File: src/rtl/tbs_pkg.sv
package tbs_pkg;

    localparam int NUM_CHK = 4;

    typedef enum logic [1:0] {
        TRUST_UNVER = 2'b00,
        TRUST_PRE   = 2'b01,
        TRUST_FULL  = 2'b10,
        TRUST_ZERO  = 2'b11
    } trust_e;

    // Index order is also arbitration priority: lower index wins.
    typedef enum logic [1:0] {
        CHK_INTEG  = 2'd0,
        CHK_TIER_A = 2'd1,
        CHK_TIER_B = 2'd2,
        CHK_TIER_C = 2'd3
    } chk_e;

    typedef enum logic [2:0] {
        PH_START,
        PH_INTEG,
        PH_TIERA,
        PH_KEY,
        PH_DEC,
        PH_RUN,
        PH_ZERO
    } phase_e;

    typedef struct packed {
        logic valid;
        logic pass;
        chk_e kind;
    } meas_res_t;

    function automatic logic [NUM_CHK-1:0] chk_bit(chk_e k);
        return NUM_CHK'(1) << k;
    endfunction

    function automatic chk_e chk_pick(logic [NUM_CHK-1:0] pend);
        chk_e r;
        r = CHK_INTEG;
        for (int i = NUM_CHK - 1; i >= 0; i--) begin
            if (pend[i]) r = chk_e'(2'(i));
        end
        return r;
    endfunction

endpackage

File: src/rtl/tbs_meas_arb.sv
module tbs_meas_arb
    import tbs_pkg::*;
#(
    parameter int TIMEOUT_CYCLES = 32
) (
    input  logic               clk,
    input  logic               rst,
    input  logic               kill,
    input  logic [NUM_CHK-1:0] post,
    input  logic               meas_done,
    input  logic               meas_pass,
    output logic               meas_req,
    output chk_e               meas_kind,
    output meas_res_t          res,
    output logic               timeout
);

    localparam int WW = $clog2(TIMEOUT_CYCLES + 1);
    localparam logic [WW-1:0] WAIT_LAST = WW'(TIMEOUT_CYCLES - 1);

    logic [NUM_CHK-1:0] pend_q;
    logic [NUM_CHK-1:0] pend_d;
    logic [NUM_CHK-1:0] grant;
    logic               busy_q;
    chk_e               kind_q;
    logic [WW-1:0]      wait_q;
    meas_res_t          res_q;
    logic               tout_q;

    always_comb begin
        grant = '0;
        if (!busy_q && (|pend_q)) grant = chk_bit(chk_pick(pend_q));
    end

    for (genvar g = 0; g < NUM_CHK; g++) begin : g_pend
        assign pend_d[g] = (pend_q[g] & ~grant[g]) | post[g];
    end

    always_ff @(posedge clk) begin
        if (rst || kill) pend_q <= '0;
        else             pend_q <= pend_d;
    end

    always_ff @(posedge clk) begin
        if (rst || kill) begin
            busy_q <= 1'b0;
            kind_q <= CHK_INTEG;
            wait_q <= '0;
            res_q  <= '0;
            tout_q <= 1'b0;
        end else begin
            res_q.valid <= 1'b0;
            tout_q      <= 1'b0;
            if (busy_q) begin
                if (meas_done) begin
                    busy_q <= 1'b0;
                    res_q  <= '{valid: 1'b1, pass: meas_pass, kind: kind_q};
                end else if (wait_q == WAIT_LAST) begin
                    busy_q <= 1'b0;
                    tout_q <= 1'b1;
                end else begin
                    wait_q <= wait_q + 1'b1;
                end
            end else if (|pend_q) begin
                busy_q <= 1'b1;
                kind_q <= chk_pick(pend_q);
                wait_q <= '0;
            end
        end
    end

    assign meas_req  = busy_q;
    assign meas_kind = kind_q;
    assign res       = res_q;
    assign timeout   = tout_q;

    assert_hold_R8: assert property (@(posedge clk) disable iff (rst)
        (busy_q && !meas_done && !kill && wait_q != WAIT_LAST) |=> (busy_q && $stable(kind_q)))
        else $error("open request dropped or kind changed");

    assert_single_grant_R8: assert property (@(posedge clk) disable iff (rst)
        $onehot0(grant))
        else $error("more than one grant");

    assert_timeout_src_R11: assert property (@(posedge clk) disable iff (rst)
        tout_q |-> $past(busy_q && !meas_done))
        else $error("timeout without open request");

endmodule

File: src/rtl/tbs_heartbeat.sv
module tbs_heartbeat #(
    parameter int HEARTBEAT_CYCLES = 64,
    parameter int C_EVERY          = 4
) (
    input  logic clk,
    input  logic rst,
    input  logic en,
    output logic beat,
    output logic beat_c
);

    localparam int CW = $clog2(HEARTBEAT_CYCLES);
    localparam int IW = (C_EVERY > 1) ? $clog2(C_EVERY) : 1;
    localparam logic [CW-1:0] CNT_LAST = CW'(HEARTBEAT_CYCLES - 1);
    localparam logic [IW-1:0] IDX_LAST = IW'(C_EVERY - 1);

    logic [CW-1:0] cnt_q;
    logic [IW-1:0] idx_q;
    logic          beat_q;
    logic          beat_c_q;

    always_ff @(posedge clk) begin
        if (rst || !en) begin
            cnt_q    <= '0;
            idx_q    <= '0;
            beat_q   <= 1'b0;
            beat_c_q <= 1'b0;
        end else begin
            beat_q   <= 1'b0;
            beat_c_q <= 1'b0;
            if (cnt_q == CNT_LAST) begin
                cnt_q    <= '0;
                beat_q   <= 1'b1;
                beat_c_q <= (idx_q == IDX_LAST);
                idx_q    <= (idx_q == IDX_LAST) ? '0 : idx_q + 1'b1;
            end else begin
                cnt_q <= cnt_q + 1'b1;
            end
        end
    end

    assign beat   = beat_q;
    assign beat_c = beat_c_q;

    assert_c_on_beat_R7: assert property (@(posedge clk) disable iff (rst)
        beat_c |-> beat)
        else $error("third-tier beat outside a heartbeat");

endmodule

File: src/rtl/tbs_core.sv
module tbs_core
    import tbs_pkg::*;
#(
    parameter int TIER_A_REPEATS = 3
) (
    input  logic               clk,
    input  logic               rst,
    input  meas_res_t          res,
    input  logic               timeout,
    input  logic               beat,
    input  logic               beat_c,
    input  logic               key_done,
    input  logic               key_pass,
    input  logic               dec_done,
    input  logic               dec_pass,
    output logic [NUM_CHK-1:0] post,
    output logic               key_req,
    output logic               dec_req,
    output logic               zeroize,
    output trust_e             trust,
    output logic               kill,
    output logic               run_en
);

    localparam int AW = $clog2(TIER_A_REPEATS + 1);
    localparam logic [AW-1:0] A_FULL = AW'(TIER_A_REPEATS);

    phase_e             phase_q;
    trust_e             trust_q;
    logic               zero_q;
    logic               key_req_q;
    logic               dec_req_q;
    logic [NUM_CHK-1:0] post_q;
    logic [AW-1:0]      a_left_q;
    logic               fail_now;

    always_comb begin
        fail_now = 1'b0;
        if (!zero_q) begin
            if (res.valid && !res.pass)                 fail_now = 1'b1;
            if (timeout)                                fail_now = 1'b1;
            if (key_req_q && key_done && !key_pass)     fail_now = 1'b1;
            if (dec_req_q && dec_done && !dec_pass)     fail_now = 1'b1;
        end
    end

    always_ff @(posedge clk) begin
        if (rst) begin
            phase_q   <= PH_START;
            trust_q   <= TRUST_UNVER;
            zero_q    <= 1'b0;
            key_req_q <= 1'b0;
            dec_req_q <= 1'b0;
            post_q    <= '0;
            a_left_q  <= A_FULL;
        end else if (zero_q) begin
            post_q    <= '0;
            key_req_q <= 1'b0;
            dec_req_q <= 1'b0;
        end else if (fail_now) begin
            phase_q   <= PH_ZERO;
            trust_q   <= TRUST_ZERO;
            zero_q    <= 1'b1;
            key_req_q <= 1'b0;
            dec_req_q <= 1'b0;
            post_q    <= '0;
        end else begin
            post_q <= '0;
            unique case (phase_q)
                PH_START: begin
                    post_q  <= chk_bit(CHK_INTEG);
                    phase_q <= PH_INTEG;
                end
                PH_INTEG: begin
                    if (res.valid) begin
                        post_q   <= chk_bit(CHK_TIER_A);
                        a_left_q <= A_FULL;
                        phase_q  <= PH_TIERA;
                    end
                end
                PH_TIERA: begin
                    if (res.valid) begin
                        if (a_left_q == AW'(1)) begin
                            trust_q   <= TRUST_PRE;
                            key_req_q <= 1'b1;
                            phase_q   <= PH_KEY;
                        end else begin
                            a_left_q <= a_left_q - 1'b1;
                            post_q   <= chk_bit(CHK_TIER_A);
                        end
                    end
                end
                PH_KEY: begin
                    if (key_done) begin
                        key_req_q <= 1'b0;
                        dec_req_q <= 1'b1;
                        phase_q   <= PH_DEC;
                    end
                end
                PH_DEC: begin
                    if (dec_done) begin
                        dec_req_q <= 1'b0;
                        trust_q   <= TRUST_FULL;
                        phase_q   <= PH_RUN;
                    end
                end
                PH_RUN: begin
                    if (beat) begin
                        post_q <= chk_bit(CHK_INTEG) | chk_bit(CHK_TIER_B)
                                | (beat_c ? chk_bit(CHK_TIER_C) : '0);
                    end
                end
                default: ;
            endcase
        end
    end

    assign post    = post_q;
    assign key_req = key_req_q;
    assign dec_req = dec_req_q;
    assign zeroize = zero_q;
    assign trust   = trust_q;
    assign kill    = zero_q | fail_now;
    assign run_en  = (phase_q == PH_RUN);

    assert_sticky_R12: assert property (@(posedge clk) disable iff (rst)
        zero_q |=> (zero_q && trust_q == TRUST_ZERO))
        else $error("zeroize released without reset");

    assert_key_in_pre_R4: assert property (@(posedge clk) disable iff (rst)
        key_req_q |-> (trust_q == TRUST_PRE))
        else $error("key request outside preverified");

    assert_full_from_dec_R5: assert property (@(posedge clk) disable iff (rst)
        (trust_q == TRUST_FULL && $past(trust_q) != TRUST_FULL)
            |-> $past(dec_req_q && dec_done && dec_pass))
        else $error("fully verified without decrypt success");

    assert_keyfail_R10: assert property (@(posedge clk) disable iff (rst)
        (key_req_q && key_done && !key_pass) |=> zero_q)
        else $error("key failure not treated as tamper");

endmodule

File: src/rtl/tamper_boot_seq.sv
module tamper_boot_seq
    import tbs_pkg::*;
#(
    parameter int TIER_A_REPEATS   = 3,
    parameter int HEARTBEAT_CYCLES = 64,
    parameter int TIMEOUT_CYCLES   = 32,
    parameter int C_EVERY          = 4
) (
    input  logic       clk,
    input  logic       rst,
    output logic       meas_req,
    output logic [1:0] meas_kind,
    input  logic       meas_done,
    input  logic       meas_pass,
    output logic       key_req,
    input  logic       key_done,
    input  logic       key_pass,
    output logic       dec_req,
    input  logic       dec_done,
    input  logic       dec_pass,
    output logic       zeroize,
    output logic [1:0] trust_state
);

    logic [NUM_CHK-1:0] post;
    logic               kill;
    logic               run_en;
    logic               beat;
    logic               beat_c;
    logic               tout;
    meas_res_t          res;
    chk_e               kind;
    trust_e             trust;

    tbs_meas_arb #(.TIMEOUT_CYCLES(TIMEOUT_CYCLES)) arb_i (
        .clk       (clk),
        .rst       (rst),
        .kill      (kill),
        .post      (post),
        .meas_done (meas_done),
        .meas_pass (meas_pass),
        .meas_req  (meas_req),
        .meas_kind (kind),
        .res       (res),
        .timeout   (tout)
    );

    tbs_heartbeat #(.HEARTBEAT_CYCLES(HEARTBEAT_CYCLES), .C_EVERY(C_EVERY)) hb_i (
        .clk    (clk),
        .rst    (rst),
        .en     (run_en),
        .beat   (beat),
        .beat_c (beat_c)
    );

    tbs_core #(.TIER_A_REPEATS(TIER_A_REPEATS)) core_i (
        .clk      (clk),
        .rst      (rst),
        .res      (res),
        .timeout  (tout),
        .beat     (beat),
        .beat_c   (beat_c),
        .key_done (key_done),
        .key_pass (key_pass),
        .dec_done (dec_done),
        .dec_pass (dec_pass),
        .post     (post),
        .key_req  (key_req),
        .dec_req  (dec_req),
        .zeroize  (zeroize),
        .trust    (trust),
        .kill     (kill),
        .run_en   (run_en)
    );

    assign meas_kind   = kind;
    assign trust_state = trust;

    assert_zero_quiet_R9: assert property (@(posedge clk) disable iff (rst)
        zeroize |=> (!meas_req && !key_req && !dec_req && trust_state == 2'b11))
        else $error("activity after zeroize");

    assert_one_req_R8: assert property (@(posedge clk) disable iff (rst)
        $onehot0({meas_req, key_req, dec_req}))
        else $error("more than one handshake open");

endmodule

File: config.mk
export PLATFORM = sky130hd
export DESIGN_NAME = tamper_boot_seq
export DESIGN_NICKNAME = d
export VERILOG_FILES = /design/src/rtl/tbs_pkg.sv /design/src/rtl/tbs_meas_arb.sv /design/src/rtl/tbs_heartbeat.sv /design/src/rtl/tbs_core.sv /design/src/rtl/tamper_boot_seq.sv
export SDC_FILE = /design/constraint.sdc
export NUM_CORES = 1
export LEC_CHECK = 0
export ABC_CLOCK_PERIOD_IN_PS = 1400
export BUFFER_PORTS_ARGS = -buffer_cell sky130_fd_sc_hd__buf_2
export CORE_MARGIN = 5
export CORE_UTILIZATION = 52
export CTS_CLUSTER_DIAMETER = 80
export DETAILED_ROUTE_END_ITERATION = 7
export GPL_ROUTABILITY_DRIVEN = 0
export PLACE_DENSITY = 0.74
export SKIP_CTS_REPAIR_TIMING = 1
export SLEW_MARGIN = 20
export SYNTH_ARGS = -nofsm -noshare
export SYNTH_HDL_FRONTEND = slang
export SYNTH_SLANG_ARGS = --single-unit
File: constraint.sdc
create_clock -name clk -period 1.4 [get_ports clk]
set_clock_uncertainty 0.05 [all_clocks]
set_input_delay 0.21 -clock clk [delete_from_list [all_inputs] [get_ports clk]]
set_output_delay 0.21 -clock clk [all_outputs]
set_load 0.01 [all_outputs]
After elaboration in Yosys (flattened, before gate mapping):

Cells that the tools add are included.

* add/subtract/negate cells: 4
* equal/unequal tests: 22
* shifts and indexed selects: 1
* mux-type cells: 54
* bitwise gates (word level): 17
* reductions and logical operators: 34

Operators by type and width (count)
* $mux W2: 15
* $mux W6: 4
* $mux W4: 5
* $mux W1: 18
* $mux W3: 6
* $pmux W4 S4: 1
* $pmux W3 S5: 1
* $ne A2 B2 Y1 const B: 7
* $add A6 B1 Y6 const B: 2
* $ne A3 B2 Y1 const B: 4
* $not A1 Y1: 8
* $pmux W2 S2: 2
* $reduce_bool A2 Y1: 4
* $reduce_and A7 Y1: 1
* $eq A3 B2 Y1 const B: 2
* $eq A3 B3 Y1 const B: 2
* $eq A6 B5 Y1 const B: 1
* $eq A6 B6 Y1 const B: 1
* $logic_and A1 B1 Y1: 6
* $reduce_and A3 Y1: 2
* $reduce_and A6 Y1: 1
* $reduce_bool A6 Y1: 1
* $reduce_or A2 Y1: 3
* $reduce_or A3 Y1: 2
* other kinds (19): 33

* bits in registers: 42
* logic and storage cells: 151

Logic depth before layout (Yosys ltp):

* depth in word-level cells: 10
* gate-level depth with buffers: 6
* mapped depth without buffers: 6

Cells and area by module:

Synthesis repeated with hierarchy kept, for this count alone.

* cell total of the unflattened synthesis: 215
* area total of the unflattened synthesis: 1904.3 um^2

By module, submodules not included
* tbs_core: times used 1, seq. area each 280.3 um^2, cells each 89, area an instance 784.5 um^2
* tbs_meas_arb: times used 1, seq. area each 360.3 um^2, cells each 85, area an instance 737.0 um^2
* tbs_heartbeat: times used 1, seq. area each 200.2 um^2, cells each 41, area an instance 382.9 um^2

Least setup slack after synthesis:

No wires, ideal clock.

* path kind: reg-to-reg
* from: register arb_i.wait_q[0]
* to: register arb_i.wait_q[1]
* cell stages (with the launch flop): 6
* clock period less this slack: 1472 ps
* path slack: -72 ps
* library setup time: 70 ps
* arrival: 1352 ps
* cell sequence: dfxtp_1 ha_1 nor2b_1 a21boi_1 or3b_1 a21oi_1

* word-level cells in the longest chain between the ends: 4
* elaborated cells between the ends (all ways): 7

RTL lines
* start: declaration: RTL line tbs_meas_arb.sv:26 `logic [WW-1:0] wait_q;`
* start signal: assignment: RTL line tbs_meas_arb.sv:62 `wait_q <= wait_q + 1'b1;`
* $add A6 B1 Y6: RTL line tbs_meas_arb.sv:62
* $mux W6: RTL line tbs_meas_arb.sv:58 `end else if (wait_q == WAIT_LAST) begin`
* $mux W6: RTL line tbs_meas_arb.sv:55 `if (meas_done) begin`
* $mux W6: RTL line tbs_meas_arb.sv:54 `if (busy_q) begin`

Parallel ways exist; a longest one is shown, timed or not. The select of a mux whose other input is x is not followed.
A chain may end at the register's enable or synchronous reset.

Worst setup path after layout:

* from: register core_i.dec_req_q (netlist: core_i.dec_req)
* to: register core_i.post_q[0] (netlist: core_i.post[0])

* word-level cells in the longest chain between the ends: 5

RTL lines
* start: declaration: RTL line tbs_core.sv:32 `logic dec_req_q;`
* start signal: assignment: RTL line tbs_core.sv:53 `dec_req_q <= 1'b0;`
* start signal: assignment: RTL line tbs_core.sv:59 `dec_req_q <= 1'b0;`
* start signal: assignment: RTL line tbs_core.sv:65 `dec_req_q <= 1'b0;`
* $logic_and A1 B1 Y1 (2 in a row): RTL line tbs_core.sv:43 `if (dec_req_q && dec_done && !dec_pass) fail_now = 1'b1;`
* $mux W1: RTL line tbs_core.sv:43
* $mux W1: RTL line tbs_core.sv:39 `if (!zero_q) begin`
* $reduce_or A3 Y1 (no line)
* end signal: assignment: RTL line tbs_core.sv:71 `post_q <= chk_bit(CHK_INTEG);`
* end signal: assignment: RTL line tbs_core.sv:76 `post_q <= chk_bit(CHK_TIER_A);`
* end signal: assignment: RTL line tbs_core.sv:89 `post_q <= chk_bit(CHK_TIER_A);`
* end: declaration: RTL line tbs_core.sv:33 `logic [NUM_CHK-1:0] post_q;`

No other way between the ends.

==> run_results.csv <==
group,metric,value,unit
status,outcome,"finished, violations left",
status,violations,"negative setup slack",
synthesis,synth_nets,215,
setup_path,crit_chain,"nand3b_1 -> nand4b_4 -> or3_4 -> a2111oi_2",
synthesis,synthSimpleGateAreaFrac,29.3,%
place,dp_cells,292,
synthesis,synthMuxAreaShare,3.41,%
synthesis,ys_types,50,
global_route,grt_pass1_wl,5930,um
global_route,antenna_found_initial,0,
layout,antenna_cells,0,
synthesis,synth_top_family_by_area,"simple AND/OR/NAND/NOR gates",
floorplan,initial_core_util,53.9,%
layout,fin_cells,303,
synthesis,synth_compound_area_share,12.4,%
setup_path,max_stage_delay,0.46,ns
global_route,grt_max_degree,15,
synthesis,yosysMostFrequentCell,"dfxtp_1",
setup_path,r2r_start,"core_i.dec_req",
power,total_power,2.65,mW
synthesis,yosys_warnings,0,
worst_hold_path,holdCritPathClass,"input pin to flop",
sta,period_needed,1.50,ns
cts,path_clk_slew,0.12,ns
sta,hold_viol_final,0,
cts,clock_path_buffers,2,
synthesis,netlist.area_leader.share,44.5,%
cts,cts_sinks,40,
route,vias,1657,
setup_path,crit_slowest_cell,"or3_4",
power,p_leak,1.05,nW
synthesis,synth_largest_area_cell,"dfxtp_1",
setup_path,cp-end-kind,"flop",
cts,cts_buffers,5,
synthesis,avgSynthCellArea,8.86,um^2
layout,final_core_util,78.6,%
worst_hold_path,hold_path.startpoint,"rst",
floorplan,ioPinCount,16,
sta,clock.fmax,667,MHz
sta,tightest_slew,0.341,ns
synthesis,synth_area,1800,um^2
synthesis,async_flop_share,0,%
floorplan,row_count,21,
route,ant_nets,0,
synthesis,ys_ff_latch,40,
floorplan,core_area,3340,um^2
cts,cts_root_buffer,"clkbuf_4",
global_route,grt_pass1_vias,1373,
global_route,grt_util_all_layers,17.0,%
floorplan,die_h,68.8,um
floorplan,dieArea,4740,um^2
synthesis,synth_flop_cell,"dfxtp_1",
sta,setup_violations,20,
layout,area_delta_synth_final,45.8,%
route,wirelength,4600,um
setup_path,cp.required,1.59,ns
setup_path,startpoint,"core_i.dec_req",
place,dpl_cell_area,2180,um^2
route,dr.pass1.iters,4,
synthesis,synthCells,203,
route,routedWlPerCell,15.2,um
sta,relSlewSlack,77.2,%
global_route,grt_overflow,0,
floorplan,die_w,68.8,um
place,dpl.hpwl,2560,um
setup_path,crit_arrival,1.68,ns
job,maxCapViolCount,0,
place,portBuffers,15,
sta,fin_crit_sh,107,%
synthesis,synthXorXnorAreaFrac,3.41,%
setup_path,path_class,"flop to flop",
layout,design_area,2620,um^2
layout,nNetsFinal,269,
synthesis,synthTopCellsByArea,"dfxtp_1 (45%), nor2_1 (6.9%), a21oi_1 (3.1%)",
cts,clock_latency,0.35,ns
synthesis,synth_edf_count,0,
route,drt_iter0_markers,98,
power,ir_drop,0.830,mV
setup_path,critPathMaxFanout,5,
cts,cts_tree,"done",
sta,slew_violations,0,
synthesis,synth_commonest_cells,"dfxtp_1 (40), nor2_1 (33), a21oi_1 (11)",
setup_path,crit_path_start_kind,"flop",
layout,drive_gt1_share,48.2,%
synthesis,synth-adder-area-share,2.78,%
power,powerDensity,1010,nW/um^2
route,drc_errors,0,
route,vias_per_cell,5.47,
synthesis,synth_sequential_area_ratio,44.5,%
sta,rsz0062_at_grt,"true",
sta,setup_ws,-0.0992,ns
cts,htreeDepth,2,
## per-stage QoR
stage                     hold WS (ns)  setup TNS [ns]  setup WS, ns
after detailed placement         0.371           -1.11        -0.133
after global routing            0.0196           -1.95        -0.154
after CTS                     -0.00302           -1.75        -0.155
after global placement           0.363          -0.696        -0.118
after floorplan                  0.304         -0.0104       -0.0104
final                           0.0260          -0.744       -0.0992
## cell families after synthesis
family                     Yosys count
and+or+nand+nor                     94
DFF                                 40
AOI/OAI and AO/OA                   36
buffers and inverters               16
xor gates and xnor gates             7
muxes                                6
adders and majority gates            4
## worst max-delay path, delay by kind of cell, from the launching register on
kind	cells	cell delay (ns)
simple gates	3	0.71
flops	1	0.34
compound gates	1	0.29
## state kept, by name (all words and copies together) (netlist names), 2 cells and up
name,cells
arb_i.res,2
core_i.a_left_q,2
core_i.trust,2
hb_i.cnt_q,6
arb_i.meas_kind,2
arb_i.pend_q,4
core_i.post,4
hb_i.idx_q,2
arb_i.wait_q,6
core_i.phase_q,3
## final timing paths
| check | cells after the start | endpoint | slack [ns] |
|---|---|---|---|
| max reg2reg | 4 | core_i.post[0] | -0.1 |
| min | 2 | core_i.zeroize | 0.03 |
| min reg2reg | 2 | arb_i.pend_q[1] | 0.39 |
| max | 4 | core_i.post[0] | -0.1 |
## report_power, final
group	internal (mW)	leakage, nW	switching [mW]	total, mW
combinational	0.250	0.669	0.248	0.498
clock	0.547	0.0513	0.385	0.932
sequential	1.18	0.329	0.0407	1.22
total	1.97	1.05	0.674	2.65
## final cells by class
class	instances	area (um^2)
multi-input combinational	147	1200
timing repair buffer	56	420
tap	46	57.6
clock inverter	2	60.1
inverter	7	26.3
sequential	40	826
clock buffer	5	37.5
fill	199	713
## metal layers
layer	up-vias	global-route usage [%]	routed length, um
li1	814	-	-
met5	-	0	0
met3	11	4.86	209
met4	0	5.84	92
met2	50	29.7	2330
met1	782	19.7	1970
## layout by cell type (no fill, tap or decap), types with 6 or more instances in the layout
| cell type | synthesis | routed |
|---|---|---|
| a21oi_1 | 11 | 8 |
| buf_2 | 4 | 15 |
| buf_4 | 1 | 37 |
| dfxtp_1 | 40 | 26 |
| dfxtp_2 | 0 | 11 |
| inv_1 | 7 | 6 |
| nand2_1 | 8 | 7 |
| nand3_1 | 7 | 6 |
| nor2_1 | 33 | 28 |
| nor2b_1 | 8 | 7 |
No activity file was read; power rests on OpenSTA's default activity.
